===== src/rtl/intp_pkg.sv =====
package intp_pkg;
    localparam int DEF_SRC_W   = 24;
    localparam int DEF_PRIO_W  = 8;
    localparam int DEF_IPI_SRC = 2;

    typedef enum logic [2:0] {
        OP_IDLE,
        OP_TAKE,
        OP_DONE,
        OP_SETCUR,
        OP_SETIPI,
        OP_OFFER
    } op_e;
endpackage


===== src/rtl/intp_prio_judge.sv =====
// Decides whether a candidate priority may take the single pending slot.
module intp_prio_judge #(
    parameter int PRIO_W = 8
) (
    input  logic [PRIO_W-1:0] cand_prio,
    input  logic [PRIO_W-1:0] ceil_prio,
    input  logic              held_vld,
    input  logic [PRIO_W-1:0] held_prio,
    output logic              wins
);
    assign wins = (cand_prio < ceil_prio) && !(held_vld && (held_prio <= cand_prio));
endmodule


===== src/rtl/intr_present_unit.sv =====
module intr_present_unit #(
    parameter int SRC_W   = intp_pkg::DEF_SRC_W,
    parameter int PRIO_W  = intp_pkg::DEF_PRIO_W,
    parameter int IPI_SRC = intp_pkg::DEF_IPI_SRC
) (
    input  logic                    clk,
    input  logic                    rst_n,
    input  logic                    ofr_vld,
    input  logic [SRC_W-1:0]        ofr_src,
    input  logic [PRIO_W-1:0]       ofr_prio,
    input  logic                    set_cur_vld,
    input  logic [PRIO_W-1:0]       set_cur_prio,
    input  logic                    set_ipi_vld,
    input  logic [PRIO_W-1:0]       set_ipi_prio,
    input  logic                    take_vld,
    input  logic                    done_vld,
    input  logic [PRIO_W+SRC_W-1:0] done_word,
    output logic                    irq_o,
    output logic                    take_ack,
    output logic [PRIO_W+SRC_W-1:0] take_word,
    output logic                    bounce_vld,
    output logic [SRC_W-1:0]        bounce_src,
    output logic                    done_out_vld,
    output logic [SRC_W-1:0]        done_out_src,
    output logic                    retry_req
);
    import intp_pkg::*;

    localparam int WORD_W   = PRIO_W + SRC_W;
    localparam int N_JUDGE  = 3;
    localparam int J_OFFER  = 0;
    localparam int J_IPIWR  = 1;
    localparam int J_RETRY  = 2;
    localparam logic [PRIO_W-1:0] PRIO_MASKED = '1;
    localparam logic [SRC_W-1:0]  IPI_NUM     = SRC_W'(IPI_SRC);

    typedef struct packed {
        logic [PRIO_W-1:0] cur_prio;
        logic [SRC_W-1:0]  pend_src;
        logic [PRIO_W-1:0] pend_prio;
        logic [PRIO_W-1:0] ipi_prio;
        logic              irq;
        logic              take_ack;
        logic [WORD_W-1:0] take_word;
        logic              bounce_vld;
        logic [SRC_W-1:0]  bounce_src;
        logic              done_vld;
        logic [SRC_W-1:0]  done_src;
        logic              retry;
    } state_t;

    state_t s_d, s_q;
    op_e    op_sel;
    logic   pend_vld;
    logic [PRIO_W-1:0] retry_ceil;

    logic [PRIO_W-1:0] j_cand [N_JUDGE];
    logic [PRIO_W-1:0] j_ceil [N_JUDGE];
    logic              j_hvld [N_JUDGE];
    logic [N_JUDGE-1:0] j_win;

    assign pend_vld   = (s_q.pend_src != '0);
    assign retry_ceil = done_vld ? done_word[WORD_W-1:SRC_W] : set_cur_prio;

    // Processor operations win over the source unit; one handled per cycle.
    always_comb begin
        if (take_vld)         op_sel = OP_TAKE;
        else if (done_vld)    op_sel = OP_DONE;
        else if (set_cur_vld) op_sel = OP_SETCUR;
        else if (set_ipi_vld) op_sel = OP_SETIPI;
        else if (ofr_vld)     op_sel = OP_OFFER;
        else                  op_sel = OP_IDLE;
    end

    assign j_cand[J_OFFER] = ofr_prio;
    assign j_ceil[J_OFFER] = s_q.cur_prio;
    assign j_hvld[J_OFFER] = pend_vld;
    assign j_cand[J_IPIWR] = set_ipi_prio;
    assign j_ceil[J_IPIWR] = s_q.cur_prio;
    assign j_hvld[J_IPIWR] = pend_vld;
    assign j_cand[J_RETRY] = s_q.ipi_prio;
    assign j_ceil[J_RETRY] = retry_ceil;
    assign j_hvld[J_RETRY] = 1'b0;   // retry only runs with an empty slot

    for (genvar g = 0; g < N_JUDGE; g++) begin : g_judge
        intp_prio_judge #(.PRIO_W(PRIO_W)) u_judge (
            .cand_prio (j_cand[g]),
            .ceil_prio (j_ceil[g]),
            .held_vld  (j_hvld[g]),
            .held_prio (s_q.pend_prio),
            .wins      (j_win[g])
        );
    end

    always_comb begin
        s_d            = s_q;
        s_d.take_ack   = 1'b0;
        s_d.take_word  = '0;
        s_d.bounce_vld = 1'b0;
        s_d.bounce_src = '0;
        s_d.done_vld   = 1'b0;
        s_d.done_src   = '0;
        s_d.retry      = 1'b0;
        unique case (op_sel)
            OP_TAKE: begin
                s_d.take_ack  = 1'b1;
                s_d.take_word = {s_q.cur_prio, s_q.pend_src};
                s_d.cur_prio  = s_q.pend_prio;
                s_d.pend_src  = '0;
                s_d.irq       = 1'b0;
            end
            OP_DONE: begin
                s_d.cur_prio = done_word[WORD_W-1:SRC_W];
                s_d.done_vld = 1'b1;
                s_d.done_src = done_word[SRC_W-1:0];
                if (!pend_vld) begin
                    s_d.retry = 1'b1;
                    if (j_win[J_RETRY]) begin
                        s_d.pend_src  = IPI_NUM;
                        s_d.pend_prio = s_q.ipi_prio;
                        s_d.irq       = 1'b1;
                    end
                end
            end
            OP_SETCUR: begin
                s_d.cur_prio = set_cur_prio;
                if (set_cur_prio < s_q.cur_prio) begin
                    if (pend_vld && (set_cur_prio <= s_q.pend_prio)) begin
                        s_d.pend_src   = '0;
                        s_d.irq        = 1'b0;
                        s_d.bounce_vld = 1'b1;
                        s_d.bounce_src = s_q.pend_src;
                    end
                end else if (!pend_vld) begin
                    s_d.retry = 1'b1;
                    if (j_win[J_RETRY]) begin
                        s_d.pend_src  = IPI_NUM;
                        s_d.pend_prio = s_q.ipi_prio;
                        s_d.irq       = 1'b1;
                    end
                end
            end
            OP_SETIPI: begin
                s_d.ipi_prio = set_ipi_prio;
                if (j_win[J_IPIWR]) begin
                    s_d.bounce_vld = pend_vld;
                    s_d.bounce_src = pend_vld ? s_q.pend_src : '0;
                    s_d.pend_src   = IPI_NUM;
                    s_d.pend_prio  = set_ipi_prio;
                    s_d.irq        = 1'b1;
                end
            end
            OP_OFFER: begin
                if (j_win[J_OFFER]) begin
                    s_d.bounce_vld = pend_vld;
                    s_d.bounce_src = pend_vld ? s_q.pend_src : '0;
                    s_d.pend_src   = ofr_src;
                    s_d.pend_prio  = ofr_prio;
                    s_d.irq        = 1'b1;
                end else begin
                    s_d.bounce_vld = 1'b1;
                    s_d.bounce_src = ofr_src;
                end
            end
            default: ;
        endcase
    end

    always_ff @(posedge clk) begin
        if (!rst_n) begin
            s_q           <= '0;
            s_q.pend_prio <= PRIO_MASKED;
            s_q.ipi_prio  <= PRIO_MASKED;
        end else begin
            s_q <= s_d;
        end
    end

    assign irq_o        = s_q.irq;
    assign take_ack     = s_q.take_ack;
    assign take_word    = s_q.take_word;
    assign bounce_vld   = s_q.bounce_vld;
    assign bounce_src   = s_q.bounce_src;
    assign done_out_vld = s_q.done_vld;
    assign done_out_src = s_q.done_src;
    assign retry_req    = s_q.retry;


    irq_tracks_slot_chk: assert property (@(posedge clk) disable iff (!rst_n)
        s_q.irq == (s_q.pend_src != '0));


    take_drops_line_chk: assert property (@(posedge clk) disable iff (!rst_n)
        take_vld |=> (!irq_o && take_ack));


    offer_floor_bounce_chk: assert property (@(posedge clk) disable iff (!rst_n)
        (op_sel == OP_OFFER && ofr_prio >= s_q.cur_prio)
        |=> (bounce_vld && bounce_src == $past(ofr_src) && $stable(s_q.pend_src)));


    done_forward_chk: assert property (@(posedge clk) disable iff (!rst_n)
        (done_vld && !take_vld) |=> (done_out_vld && done_out_src == $past(done_word[SRC_W-1:0])));


    ceiling_drop_chk: assert property (@(posedge clk) disable iff (!rst_n)
        (op_sel == OP_SETCUR && set_cur_prio < s_q.cur_prio && pend_vld
         && set_cur_prio <= s_q.pend_prio) |=> (!irq_o && bounce_vld));


    offer_shadowed_chk: assert property (@(posedge clk) disable iff (!rst_n)
        (ofr_vld && (take_vld || set_cur_vld || set_ipi_vld) && !done_vld)
        |=> (!bounce_vld || bounce_src != $past(ofr_src) || $past(ofr_src) == $past(s_q.pend_src)));
endmodule


===== config.mk =====
export PLATFORM = sky130hd
export DESIGN_NAME = intr_present_unit
export DESIGN_NICKNAME = d
export VERILOG_FILES = /design/src/rtl/intp_pkg.sv /design/src/rtl/intp_prio_judge.sv /design/src/rtl/intr_present_unit.sv
export SDC_FILE = /design/constraint.sdc
export NUM_CORES = 1
export LEC_CHECK = 0
export BUFFER_PORTS_ARGS = -buffer_cell sky130_fd_sc_hd__buf_2
export CORE_ASPECT_RATIO = 0.6
export CORE_MARGIN = 1.5
export CORE_UTILIZATION = 57
export DETAILED_ROUTE_END_ITERATION = 6
export GPL_TIMING_DRIVEN = 0
export PLACE_DENSITY = 0.94
export SLEW_MARGIN = 10
export SYNTH_ARGS = -nofsm -noshare
export SYNTH_HDL_FRONTEND = slang
export SYNTH_SLANG_ARGS = --single-unit
export TNS_END_PERCENT = 30

===== constraint.sdc =====
create_clock -name clk -period 7.9 [get_ports clk]
set_input_delay 0 -clock clk [delete_from_list [all_inputs] [get_ports clk]]
set_output_delay 0 -clock clk [all_outputs]
set_load 0.1 [all_outputs]

# Word level (Yosys, flattened, before mapping)
# Cells that the tools add are included.
# W data, S select, Z words.
# word_totals
wordCells	77
regBits	133
out_inout_bits	85
# classes
mux	34
reduce_logical	15
eq_ne	9
n_lt_le_gt_ge	7
# ops
op	n
$mux W32	4
$mux W25	5
$pmux W24 S5	1
$pmux W25 S3	1
$mux W24	3
$mux W33	1
$lt A8 B8 Y1	4
$pmux W8 S4	1
$le A8 B8 Y1	3
$pmux W8 S3	1
$reduce_bool A24 Y1	1
$mux W8	2
$mux W3	5
$mux W1	8
$reduce_and A4 Y1	2
$eq A3 B2 Y1 const B	2
$eq A3 B3 Y1 const B	2
$logic_and A1 B1 Y1	5
$pmux W1 S5	1
$reduce_bool A5 Y1	1
$ne A2 B1 Y1 const B	2
$reduce_and A2 Y1	2
$reduce_bool A4 Y1	1
$eq A3 B1 Y1 const B	1
5 further kinds	6

# Logic depth before layout (Yosys ltp)
# depth
word_depth	8
depth_mapped	13
mapped_depth_nobuf	9

# Cells and area by module
# Synthesis repeated with hierarchy kept, for this count alone.
# unflattened
cells_unflattened	737
area_unflattened_um2	6791.5
# modules_own_cells
mod	area_per_inst_um2	cells_per_inst	instances
intr_present_unit	5620.4	578	1
intp_prio_judge	390.4	53	3

# Worst setup path before layout
# No wires, ideal clock.
# synth_path
kind	in2reg
start	input port done_vld
end	register s_q[104] (netlist bit)
path_slack_ns	5.130
required_time_ns	7.783
arrival_time_ns	2.653
path_stages	12
cell_sequence	clkbuf_1 -> buf_1 -> mux2i_1 -> ha_1 -> a21o_1 -> a21o_1 -> a21oi_1 -> nand3_1 -> and2_1 -> or3_1 -> buf_2 -> a32o_1
# synth_via
elab_chain_cells	6
# synth_rtl
item	line	source
from (decl)	intr_present_unit.sv:16	input logic done_vld,
$mux W8	intr_present_unit.sv:63	assign retry_ceil = done_vld ? done_word[WORD_W-1:SRC_W] : set_cur_prio;
$lt A8 B8 Y1	intp_prio_judge.sv:11	assign wins = (cand_prio < ceil_prio) && !(held_vld && (held_prio <= cand_prio));
$mux W32 (2 in series)	n/a	
$mux W24	n/a	
$pmux W24 S5	intr_present_unit.sv:104	unique case (op_sel)
to (decl)	intr_present_unit.sv:52	state_t s_d, s_q;
# Parallel ways exist; a longest one is shown, timed or not.
# A chain may end at the register's enable or synchronous reset.

# Final worst setup path
# layout_path
start	register s_q[93] (netlist bit)
end	register s_q (netlist bit bounce_src[19])
# layout_via
elab_chain_cells	6
# layout_rtl
item	line
$le A8 B8 Y1	intp_prio_judge.sv:11
$logic_and A1 B1 Y1	intp_prio_judge.sv:11
$logic_not A1 Y1	intp_prio_judge.sv:11
$logic_and A1 B1 Y1	intp_prio_judge.sv:11
$mux W25, on equally long branches	intr_present_unit.sv:154, intr_present_unit.sv:145
$pmux W25 S3 (*)	intr_present_unit.sv:104
# Mark *: on every way between the ends. The rest lies on a longest branch, timed or not.

==> impl_results.md <==
- Synth Area in Simple Gates: 0.1510
- Final Util: 0.7859
- Synth Area in Compound Gates: 0.1790
- First-pass DRT Iterations: 7
- Worst-Skew Late Latency: 420 ps
- Synth warn: 0
- Crit path largest cell delay: 750 ps
- Final setup viols: 0
- Clock H-tree levels: 4
- Final Hold Fails: 0
- EDFF count, synth: 0
- Drt first-iter violations: 757
- Max clock buf depth: 2
- Seq/Total Area, Yosys: 0.4011
- Vias in the first global route: 5907
- Drc violations: 0
- Max Freq: 315.7 MHz
- TritonCTS clock tree: built
- Final ANT Viol Nets: 0
- CP Capture Type: flop
- Worst hold slack: 21.98 ps
- Leak: 4.508 nW
- Tot Pwr: 1.816 mW
- Worst-Margin Slew: 937.6 ps
- CORE AREA: 0.01134 sq mm
- Cell total after placement: 1053
- Post-placement cell area: 0.007685 sq mm
- Drt wl/cell: 17.59 microns
- CP max stage cell: nor3_1
- PD cells: 203.8 mW/mm^2
- CTS Root Cell: clkbuf_16
- GP Congestion: 0.9473
- CP arrival: 3520 ps
- First-pass GRT wire length: 30.68 mm
- Crit path max fanout: 10
- Syn nets: 863
- Relative slew slack: 0.3701
- FF+latch count, synth: 133
- Area Growth Syn to Fin: 34.19%
- Layout filler cell count: 736
- Synth Area per Inst: 9.170 sq um
- Post-route cell area: 0.008909 sq mm
- Critical Path RT: 8250 ps
- Maximum VDD drop: 0.1920 mV
- FP Rows: 30
- R2R depth: 8
- Initial antenna violation count: 1
- Fin crit period: 3168 ps
- Clock Pin Slew Worst Setup and Hold Paths: 60 ps
- R2R Path End: bounce_src[19]
- Async set or reset register ratio after synthesis: 0
- Num CTS Buffers: 17
- Die Width: 142.3 microns
- Die span in y: 86.60 microns
- Main combinational cell family by area after synthesis: compound AO/OA/AOI/OAI gates
- Mux share of post-synthesis cell area: 0.03637
- FF-to-FF setup slack: 4730 ps
- Post-synth top area share: 0.4011
- CP Launch Type: flop
- Mapped Area: 0.006639 sq mm
- RSZ-0062 raised after global routing: false
- Die area: 0.01232 sq mm
- Setup CP Type: flop to flop
- Hold path start: done_word[26]
- Final cycle utilization of the critical path: 0.4010
- Pin count of the biggest net entering global routing: 17
- RR Startpoint: s_q[93]
- Post-synthesis adder-cell area fraction: 0.09800
- Setup WS post-layout: 4732 ps
- Max_cap viols: 0
- Port buffer count: 169
- GR Overflow Total: 0
- Hpwl dp: 14.34 mm
- Post-CTS Setup Bufs: 0
- Synthesized-area fraction occupied by xor and xnor cells: 0
- Worst path top cell family by delay: compound AO/OA/AOI/OAI gates
- Num ports: 172
- Pre-CTS setup slack: 4437 ps
- WHS Endpoint: j_ceil[10]
- Sink Count: 133
- Layout cell share with drive strength beyond 1: 0.3057
- Starting Density: 0.5857
- Post-Layout Cell Count: 1150
- Final Skew: 5.184 ps
- WL final: 20.23 mm
- Synth area leaders: dfxtp_1 40%, ha_1 9.8%, buf_4 9.0%
- Worst Path Buf+Inv: 2
- Gate Count Post-Synth: 724
- Hold path depth: 5
- Distinct cell type count after synthesis: 53
- Fin nets: 1114
- Fin. max-slew vios: 0
- Setup TNS: 0 ps
- Hold Crit Class: input port to flop
- Vias per std cell: 5.526
- Total track usage: 0.3295
- Area leader, netlist: dfxtp_1
- Routed via count: 6355
- Most used flip-flop cell after synthesis: dfxtp_1
- Status: finished, final reports clean
- Cell Chain, Critical Path: inv_1 > ha_1 > nand4_1 > o21ai_0 > a32oi_4 > nor3_1 > clkbuf_1 > a22o_1
==> cell type report <==
class / count / area [sq um] / area share
repair buffers: 232 / 1476 / 0.1657
inverters: 36 / 135.1 / 0.01517
diodes: 2 / 5.005 / 0.0005618
flip-flops and latches: 133 / 2663 / 0.2989
well taps: 160 / 200.2 / 0.02247
clock buffers: 17 / 425.4 / 0.04775
multi-input cells: 439 / 3083 / 0.3461
plain buffers: 116 / 758.2 / 0.08511
clock inverters: 15 / 162.7 / 0.01826
==> state kept, by name, indices dropped and copies added (netlist names) <==
| name | flops |
|---|---|
| take_ack | 1 |
| retry_req | 1 |
| irq_o | 1 |
| take_word | 32 |
| j_cand | 8 |
| done_out_src | 24 |
| done_out_vld | 1 |
| j_ceil | 8 |
| bounce_src | 24 |
| bounce_vld | 1 |
| s_q | 32 |
==> layout by cell type, fill, tap and decap left out, types with 32 or more instances in the layout <==
cell type,n
ha_1,52
nand2_1,41
inv_1,35
dlygate4sd3_1,63
dfxtp_1,133
nor2_1,45
and3_1,32
buf_4,80
buf_2,175
a21oi_1,57
==> worst max path at each step <==
| stage | from | endpoint | cells past startpoint |
|---|---|---|---|
| after floorplan | done_vld | s_q[104] | 12 |
| after global placement | done_vld | s_q[108] | 12 |
| after detailed placement | done_vld | s_q[106] | 12 |
| after CTS | done_vld | s_q[106] | 12 |
| after global routing | done_vld | s_q[108] | 12 |
| final | s_q[93] | bounce_src[19] | 8 |
==> cell families (layout without fill, tap and decap cells) <==
group / after synthesis / after routing
other: 0 / 2
adder cells (fa/ha/maj): 52 / 52
buffers and inverters: 152 / 416
AND/OR/NAND/NOR: 194 / 194
flip-flops: 133 / 133
multiplexers: 24 / 24
AO/OA/AOI/OAI: 169 / 169
==> repair_timing <==
item / 4_1_cts / 5_1_grt
hold buffers: 63 / 0
gates resized for setup: 0 / 0
endpoints found under the hold margin: 86 / 0
==> synth_stat cells (all sizes together), types with 18 or more instances <==
master	n
nor2	46
mux2i	23
dfxtp	133
a22o	18
ha	52
and3	32
buf	93
and2	28
clkbuf	23
a21oi	57
nand2	41
inv	36
==> per-layer routing <==
layer / track usage / up-vias / wire length (microns)
li1: - / 3005 / -
met1: 0.4485 / 2895 / 8840
met2: 0.5029 / 400 / 8687
met3: 0.09834 / 55 / 2211
met4: 0.1097 / 0 / 489
met5: 0 / - / 0
==> power breakdown <==
group	switching, mW	internal [mW]
Sequential	0.0188	0.688
Combinational	0.202	0.124
Clock	0.335	0.447
==> tightest hold or removal path, delay by kind of cell <==
kind,cells,cell delay [ps]
AO/OA/AOI/OAI,2,120
buffers and inverters,1,110
AND/OR/NAND/NOR,2,170
Power figures use the tool's default switching activity.
